**src/rtl/rxq_pkg.sv**
```systemverilog
package rxq_pkg;

    typedef enum logic [0:0] {
        TM_IDLE  = 1'b0,
        TM_COUNT = 1'b1
    } tm_state_t;

    function automatic int unsigned chan_mult(input int unsigned ch);
        case (ch)
            0:       chan_mult = 32;
            1, 4:    chan_mult = 8;
            2, 3:    chan_mult = 2;
            default: chan_mult = 0;
        endcase
    endfunction

endpackage

```
**src/rtl/rxq_store.sv**
```systemverilog
module rxq_store #(
    parameter int DEPTH = 16,
    localparam int PTR_W = (DEPTH > 1) ? $clog2(DEPTH) : 1,
    localparam int CNT_W = $clog2(DEPTH + 1)
) (
    input  logic             clk,
    input  logic             rst_n,
    input  logic             clr,
    input  logic             push,
    input  logic [7:0]       push_data,
    input  logic             pop,
    output logic [7:0]       head,
    output logic [CNT_W-1:0] count,
    output logic             full,
    output logic             empty
);
    logic [7:0]       mem [DEPTH];
    logic [PTR_W-1:0] wp, rp;

    function automatic logic [PTR_W-1:0] wrap_inc(input logic [PTR_W-1:0] p);
        wrap_inc = (p == PTR_W'(DEPTH - 1)) ? '0 : p + 1'b1;
    endfunction

    always_ff @(posedge clk or negedge rst_n) begin
        if (!rst_n) begin
            wp    <= '0;
            rp    <= '0;
            count <= '0;
        end else if (clr) begin
            wp    <= '0;
            rp    <= '0;
            count <= '0;
        end else begin
            if (push) wp <= wrap_inc(wp);
            if (pop)  rp <= wrap_inc(rp);
            if (push && !pop)      count <= count + 1'b1;
            else if (pop && !push) count <= count - 1'b1;
        end
    end

    always_ff @(posedge clk) begin
        if (push) mem[wp] <= push_data;
    end

    assign head  = mem[rp];
    assign full  = (count == CNT_W'(DEPTH));
    assign empty = (count == '0);

endmodule

```
**src/rtl/rxq_trigger.sv**
```systemverilog
module rxq_trigger #(
    parameter int DEPTH   = 16,
    parameter int CHANNEL = 2,
    localparam int CNT_W  = $clog2(DEPTH + 1),
    localparam int unsigned MULT = rxq_pkg::chan_mult(CHANNEL)
) (
    input  logic             enable,
    input  logic [2:0]       field,
    input  logic [CNT_W-1:0] count,
    output logic             hit
);
    generate
        if (MULT == 0) begin : g_zero_level
            assign hit = enable;
        end else begin : g_scaled_level
            logic [8:0] level;
            assign level = ({6'd0, field} + 9'd1) * 9'(MULT);
            assign hit   = enable && (9'(count) >= level);
        end
    endgenerate

endmodule

```
**src/rtl/rxq_timer.sv**
```systemverilog
module rxq_timer #(
    parameter int RW = 4
) (
    input  logic          clk,
    input  logic          rst_n,
    input  logic          enable,
    input  logic [RW-1:0] reload,
    input  logic          rearm,
    input  logic          char_tick,
    input  logic          data_present,
    input  logic          force_fire,
    output logic          fire
);
    import rxq_pkg::*;

    tm_state_t     state, state_n;
    logic [RW-1:0] rem, rem_n;

    always_comb begin
        state_n = state;
        rem_n   = rem;
        unique case (state)
            TM_IDLE: begin
                if (enable && rearm) begin
                    state_n = TM_COUNT;
                    rem_n   = reload;
                end
            end
            TM_COUNT: begin
                if (!enable)           state_n = TM_IDLE;
                else if (rearm)        rem_n   = reload;
                else if (rem == '0)    state_n = TM_IDLE;
                else if (char_tick)    rem_n   = rem - 1'b1;
            end
            default: state_n = TM_IDLE;
        endcase
    end

    always_ff @(posedge clk or negedge rst_n) begin
        if (!rst_n) begin
            state <= TM_IDLE;
            rem   <= '0;
        end else begin
            state <= state_n;
            rem   <= rem_n;
        end
    end

    always_comb begin
        fire = (state == TM_COUNT) && enable && !rearm && (rem == '0)
               && (data_present || force_fire);
    end

endmodule

```
**src/rtl/serial_rx_queue.sv**
```systemverilog
module serial_rx_queue #(
    parameter int DEPTH   = 16,
    parameter int CHANNEL = 2,
    localparam int CNT_W  = $clog2(DEPTH + 1)
) (
    input  logic        clk,
    input  logic        rst_n,
    input  logic        fifo_ctl_we,
    input  logic [7:0]  fifo_ctl_wdata,
    output logic [7:0]  fifo_ctl_q,
    input  logic        rx_ctl_we,
    input  logic [15:0] rx_ctl_wdata,
    output logic [15:0] rx_ctl_q,
    input  logic        rx_valid,
    input  logic [7:0]  rx_byte,
    input  logic        rx_break,
    input  logic        char_tick,
    input  logic        rd_pop,
    output logic [7:0]  rd_data,
    output logic [8:0]  fifo_stat,
    input  logic        err_rd,
    output logic [3:0]  err_stat,
    input  logic        tmo_clr,
    output logic [3:0]  line_stat,
    output logic        trig_hit,
    output logic        tmo_pulse,
    output logic        err_pulse,
    output logic        dma_busy
);
    logic [7:0]       fctl;
    logic [15:0]      rctl;
    logic [7:0]       hold;
    logic             hold_v;
    logic             tmo_flag;
    logic [3:0]       err_q;
    logic             err_pulse_q, tmo_pulse_q;

    logic             fifo_en, clr, in_any, push, pop, overrun, underrun;
    logic             fire, data_present;
    logic [7:0]       in_byte, head;
    logic [CNT_W-1:0] count;
    logic             full, empty;

    assign fifo_en  = fctl[0];
    assign clr      = fifo_ctl_we && fifo_ctl_wdata[1];
    assign in_any   = rx_valid || rx_break;
    assign in_byte  = rx_break ? 8'h00 : rx_byte;
    assign push     = fifo_en && in_any && !full && !clr;
    assign overrun  = fifo_en && in_any && full && !clr;
    assign pop      = fifo_en && rd_pop && !empty && !clr;
    assign underrun = fifo_en && rd_pop && empty;

    rxq_store #(.DEPTH(DEPTH)) u_store (
        .clk       (clk),
        .rst_n     (rst_n),
        .clr       (clr),
        .push      (push),
        .push_data (in_byte),
        .pop       (pop),
        .head      (head),
        .count     (count),
        .full      (full),
        .empty     (empty)
    );

    rxq_trigger #(.DEPTH(DEPTH), .CHANNEL(CHANNEL)) u_trig (
        .enable (fifo_en),
        .field  (fctl[6:4]),
        .count  (count),
        .hit    (trig_hit)
    );

    assign data_present = fifo_en ? !empty : hold_v;

    rxq_timer #(.RW(4)) u_timer (
        .clk          (clk),
        .rst_n        (rst_n),
        .enable       (rctl[7]),
        .reload       (rctl[15:12]),
        .rearm        (fifo_en && in_any),
        .char_tick    (char_tick),
        .data_present (data_present),
        .force_fire   (rctl[11]),
        .fire         (fire)
    );

    always_ff @(posedge clk or negedge rst_n) begin
        if (!rst_n) begin
            fctl        <= 8'h00;
            rctl        <= 16'h3000;
            hold        <= 8'h00;
            hold_v      <= 1'b0;
            tmo_flag    <= 1'b0;
            err_q       <= 4'h0;
            err_pulse_q <= 1'b0;
            tmo_pulse_q <= 1'b0;
        end else begin
            if (fifo_ctl_we) fctl <= {fifo_ctl_wdata[7:3], 2'b00, fifo_ctl_wdata[0]};
            if (rx_ctl_we)   rctl <= rx_ctl_wdata;
            if (!fifo_en && in_any) begin
                hold   <= in_byte;
                hold_v <= 1'b1;
            end else if (!fifo_en && rd_pop) begin
                hold_v <= 1'b0;
            end
            tmo_flag    <= (tmo_flag && !tmo_clr) || fire;
            err_q       <= (err_rd ? 4'h0 : err_q) | {rx_break, 2'b00, overrun};
            err_pulse_q <= overrun || underrun;
            tmo_pulse_q <= fire;
        end
    end

    assign fifo_ctl_q = fctl;
    assign rx_ctl_q   = rctl;
    assign rd_data    = fifo_en ? (empty ? 8'h00 : head) : hold;
    assign fifo_stat  = {full, full ? 8'h00 : 8'(count)};
    assign err_stat   = err_q;
    assign line_stat  = {tmo_flag, 2'b00, data_present};
    assign tmo_pulse  = tmo_pulse_q;
    assign err_pulse  = err_pulse_q;
    assign dma_busy   = (rctl[1:0] == 2'd2) && !data_present;

endmodule

```
**config.mk**
```make
export PLATFORM = sky130hd
export DESIGN_NAME = serial_rx_queue
export DESIGN_NICKNAME = d
export VERILOG_FILES = /design/src/rtl/rxq_pkg.sv /design/src/rtl/rxq_store.sv /design/src/rtl/rxq_trigger.sv /design/src/rtl/rxq_timer.sv /design/src/rtl/serial_rx_queue.sv
export SDC_FILE = /design/constraint.sdc
export NUM_CORES = 1
export LEC_CHECK = 0
export ABC_AREA = 1
export ABC_CLOCK_PERIOD_IN_PS = 2200
export BUFFER_PORTS_ARGS = -buffer_cell sky130_fd_sc_hd__buf_2
export CORE_MARGIN = 2
export CORE_UTILIZATION = 53
export DETAILED_ROUTE_END_ITERATION = 16
export HOLD_SLACK_MARGIN = 0.1
export PLACE_DENSITY = 0.73
export SYNTH_ARGS = -nofsm -noshare
export SYNTH_HDL_FRONTEND = slang
export SYNTH_SLANG_ARGS = --single-unit
export TNS_END_PERCENT = 20
```
**constraint.sdc**
```tcl
create_clock -name clk -period 2.2 [get_ports clk]
set_input_delay 0.22 -clock clk [delete_from_list [all_inputs] [get_ports clk]]
set_output_delay 0.22 -clock clk [all_outputs]
set_load 0.02 [all_outputs]
```
==> impl.org <==
** Run status
- The flow ran to the end, but the final reports show violations.
- The checks that failed: setup timing.

** Clock network
- The number of clock buffers added by TritonCTS is 17.
- Clock-pin slew was measured on the worst setup and hold paths at about 0.070 ns.
- At the later pin of the worst-skew pair, clock insertion delay measures 0.43 ns.
- CTS built an H-tree with a depth of 4.
- Clk sink count :: between 150 and 200
- Clock Root Buffer :: sky130_fd_sc_hd__clkbuf_16
- TritonCTS built the clock tree.
- The longest clock path from root to sink contains 2 buffers.

** Timing
- In the post-route analysis, the smallest setup slack over all paths is -0.0160 ns.
- The final-report max-slew violation count came to 0.
- Count of endpoints failing setup in the final report :: 4
- Slew Limit Headroom :: 63.9%
- For the pin with the worst max-slew slack, the measured transition is 0.541 ns.
- Count of final hold-check violations :: 0
- Based on the critical path, the design can be clocked at up to between 0.4 and 0.5 GHz.
- The worst path uses 101% of the clock period.
- For the finished layout, the period the worst path requires is 2.22 ns.
- Minimum hold slack :: roughly 0.12 ns
- Between clock sinks in the finished design, the worst skew comes to 0.00944 ns.
- Unrepaired setup endpoints after global routing :: true

** Critical path
- Nature of the critical path startpoint :: register
- Critical setup path kind :: reg2out
- Sort of element at the end of the critical path :: output pin
- The worst register-to-register path begins at u_store.count[1]$_DFFE_PN0P_.
- STA puts the critical path data required time at 1.98 ns.
- For flop-to-flop paths, the worst setup slack is 0.18 ns.
- Delay of the slowest cell on the worst path :: 0.38 ns
- Crit path capture :: trig_hit
- Data arrival, critical path :: 2.00 ns
- Most frequent CP cell :: sky130_fd_sc_hd__inv_2
- Crit-path slowest cell :: sky130_fd_sc_hd__dfrtp_1
- The most critical setup path has its startpoint at fifo_ctl_q[5]$_DFFE_PN0P_.
- Measured in cells, the most critical reg-to-reg path has a length of 14.
- Critical path, cell by cell :: ha_1 > inv_2 > ha_4 > inv_2 > nor2_1 > o211ai_1 > nand3_1 > nand2_1 > inv_1 > buf_6
- Worst reg2reg endpoint :: u_store.count[4]$_DFFE_PN0P_
- Along the worst path, the maximum fanout reaches 2.

** Drt
- The pre-antenna-repair detailed-routing pass consisted of 5 iterations.
- Final ANT Viol Nets :: 0
- Routed wire length :: 20.6 mm
- Routed wirelength normalized by instance count :: between 15 and 20 microns
- In this run, the number of DRC markers left after iteration 0 of detailed routing was ~430.
- Detailed routing inserted a total of 6220 vias.
- Count of unresolved DRC violations after routing :: 0
- Mean number of vias per cell :: 5.42

** Power and ir drop
- Of the total power, the share spent switching nets is 32.6%.
- Combinational power share :: 31.8%
- Static leakage power :: approximately 4.5 nW
- Total net switching power :: 3.58 mW
- Across the VDD grid, the largest voltage drop is 672 uV.
- Internal power comes to about 7.4 mW.
- Power share of the clock group :: 30.9%
- In this run, flip-flops and latches consume 37.3% of the power.
- In this run the power density over the cells is 1060 nW/um^2.

** Logic synthesis
- Summing the sequential cell areas from Yosys gives a little under two thirds of the chip area.
- Summed instance area of the synthesized netlist :: 8190 sq um
- During synthesis, Yosys emitted a total of 0 warnings.
- Averaged over all synthesized cells, the footprint is 10.2 sq um.
- By area the synthesized netlist is led by sky130_fd_sc_hd__edfxtp_1 (47%), sky130_fd_sc_hd__dfrtp_1 (16%), sky130_fd_sc_hd__nand2_1 (11%), sky130_fd_sc_hd__nand3_1 (4.8%), sky130_fd_sc_hd__nor2_1 (3.7%).
- Synthesis handed over a netlist of 800 instances.
- In this run the biggest area consumer among cell types represents 46.9% of the synthesized area.
- Synth unique cells :: 31
- The largest total area in the synthesized netlist belongs to sky130_fd_sc_hd__edfxtp_1.
- Flip-flop and latch count after synthesis :: 182

** Finish
- Fill cells in the final layout number 1073.
- At the end of the flow, the number of nets in the layout was 1005.
- Cells with a size suffix above 1 make up 27.3% of the layout.
- The finished cells cover 10400 sq um.
- Non-filler instance count after layout :: about 1100
- Layout-stage area growth over the synthesis result :: 26.8%
- Ant. Diodes :: 0

** Global routing
- The initial antenna violation count is 0.
- The number of global-route vias before repair is 6249.
- Most Used Layer, Global Route :: met2
- Global-route congestion overflow total :: 0
- In the global route stage, met3 resource usage came out at 6.47%.
- In the global route stage, met2 resource usage came out at 44.1%.
- Global-route usage over all layers :: 26.5%
- Pin count of the biggest net entering global routing :: 33
- The first global-routing pass estimated 32.6 mm of wire.
- Global routing consumed, on the met1 layer, 33.2% of the routing resources.

** Place
- Port buffering added 84 buffers.
- Half-perimeter wire length of the detailed placement result :: 12.5 mm
- Area post-placement :: 8960 sq um
- Routability congestion estimate :: 0.880
- Timing analysis after detailed placement gives a worst setup slack of 0.146 ns.
- DP Cell Count :: 1075

** Die
- Standard-cell rows :: between 40 and 50
- Core region area :: 15100 sq um
- Initial standard-cell utilization of the core :: between 50% and 60%
- Die X :: 128 microns
- The floorplan step defined a die boundary enclosing 16500 sq um.
- Top Ports :: 95
- Die Ht :: 128 microns

** Hold path
- The tightest min-delay check is of the in2reg type.

** Run
- Max-cap violations in this run came to 0.
## power by group through the flow
stage,registers [mW],logic (mW),clock network [mW]
global route,4.12,3.84,3.55
global placement,4.15,2.67,0
floorplan,4.19,1.87,0
detailed placement,4.16,2.74,0
finish,4.10,3.49,3.39
CTS,4.09,3.37,3.40
## worst max-delay path: cells and delay by family (launching register included)
family / cells / cell delay, ns
buffers and inverters: 4 / 0.28
AOI/OAI and AO/OA: 1 / 0.18
DFF: 1 / 0.38
and+or+nand+nor: 3 / 0.22
adders and majority gates: 2 / 0.49
## how the worst min path moves through the flow
stage               slack, ns         startpoint                   endpoint  cells after the start
floorplan               -0.08              rst_n        err_pulse$_DFF_PN0_                      0
global placement         0.23              rst_n    rx_ctl_q[6]$_DFFE_PN0P_                      1
detailed placement       0.23              rst_n    rx_ctl_q[2]$_DFFE_PN0P_                      1
CTS                      0.11           rx_break      err_stat[3]$_DFF_PN0_                      3
global route             0.15  fifo_ctl_wdata[1]  u_store.wp[2]$_DFFE_PN0P_                      4
finish                   0.12           rx_break      err_stat[3]$_DFF_PN0_                      3
## flip-flops by register name, indices dropped and copies added (netlist names)
register	cells
u_store.mem	128
err_pulse	1
fifo_ctl_q	6
u_store.wp	4
hold_v	1
u_store.count	5
u_timer.state	1
u_timer.rem	4
tmo_pulse	1
hold	8
tmo_flag	1
err_stat	2
u_store.rp	4
rx_ctl_q	16
## per-layer routing
layer | routed length [microns] | vias up
met5 | 0 | -
met4 | 618 | 0
met3 | 1610 | 43
met2 | 10300 | 300
met1 | 8110 | 2948
li1 | - | 2929
## repair_timing
item / CTS / global route
gates resized for setup: 54 / 47
pin swaps: 17 / 22
buffers inserted: 7 / 2
endpoints found under the setup margin: 9 / 11
gates cloned: 7 / 0
endpoints found under the hold margin: 46 / 0
hold buffers: 26 / 0
## final cells by class
cell class	count	area, sq um	area share, %
Inverter	58	225	2.17
Multi-Input combinational cell	523	2710	26.1
Tap cell	188	235	2.26
Clock buffer	20	479	4.61
Timing Repair Buffer	164	1350	13.0
Clock inverter	12	181	1.75
Sequential cell	182	5200	50.1
## synthesized netlist by cell type
master	number
sky130_fd_sc_hd__buf_1	1
sky130_fd_sc_hd__xor2_1	2
sky130_fd_sc_hd__dfstp_2	2
sky130_fd_sc_hd__inv_2	7
sky130_fd_sc_hd__dfrtp_1	52
sky130_fd_sc_hd__buf_4	18
sky130_fd_sc_hd__clkbuf_1	9
sky130_fd_sc_hd__nand2_4	2
sky130_fd_sc_hd__nand2_2	3
sky130_fd_sc_hd__buf_2	15
sky130_fd_sc_hd__edfxtp_1	128
sky130_fd_sc_hd__nand3_2	2
sky130_fd_sc_hd__fa_1	1
sky130_fd_sc_hd__o21ai_0	33
sky130_fd_sc_hd__nand4_1	1
sky130_fd_sc_hd__conb_1	1
sky130_fd_sc_hd__nor2_4	3
sky130_fd_sc_hd__buf_6	2
sky130_fd_sc_hd__o211ai_1	1
sky130_fd_sc_hd__nor2_2	2
sky130_fd_sc_hd__nor3_1	4
sky130_fd_sc_hd__inv_1	51
sky130_fd_sc_hd__a21oi_1	7
sky130_fd_sc_hd__o22ai_1	3
sky130_fd_sc_hd__ha_1	16
sky130_fd_sc_hd__mux2_2	17
sky130_fd_sc_hd__nand3_1	78
sky130_fd_sc_hd__xnor2_1	5
sky130_fd_sc_hd__nor2_1	80
sky130_fd_sc_hd__o21ai_1	18
sky130_fd_sc_hd__nand2_1	236
## layout by cell type, fill, tap and decap left out, types with 11 or more instances in the layout
cell type and instances:
sky130_fd_sc_hd__nand2_1 220, sky130_fd_sc_hd__edfxtp_1 128, sky130_fd_sc_hd__buf_2 74, sky130_fd_sc_hd__nand3_1 66, sky130_fd_sc_hd__nor2_1 65, sky130_fd_sc_hd__dfrtp_1 49
sky130_fd_sc_hd__inv_1 46, sky130_fd_sc_hd__buf_4 40, sky130_fd_sc_hd__o21ai_0 27, sky130_fd_sc_hd__dlygate4sd3_1 26, sky130_fd_sc_hd__o21ai_1 23, sky130_fd_sc_hd__nand2_2 19
sky130_fd_sc_hd__clkbuf_16 19, sky130_fd_sc_hd__mux2_2 17, sky130_fd_sc_hd__ha_1 15, sky130_fd_sc_hd__nor2_2 14, sky130_fd_sc_hd__nand3_2 14, sky130_fd_sc_hd__buf_6 11
## logic make-up (layout without fill, tap and decap cells)
logic type,Yosys count,count (layout),synth area share (%)
compound gates,62,62,3.87
xor+xnor,7,7,0.749
fa+ha+maj,17,17,2.69
buf+inv,103,254,5.96
flops,182,182,63.5
mux,17,17,2.34
other cells,1,9,0.0458
simple gates,411,411,20.9
## metrics by stage
step                setup TNS [ns]  util [%]  power [mW]
floorplan                        0         -        6.07
global placement                 0      59.1        6.82
detailed placement               0      59.1        6.90
CTS                        -0.0914      68.0        10.9
global route                -0.754      68.6        11.5
finish                     -0.0383      68.6        11.0
Note: power is estimated with default switching activity, not from simulation.
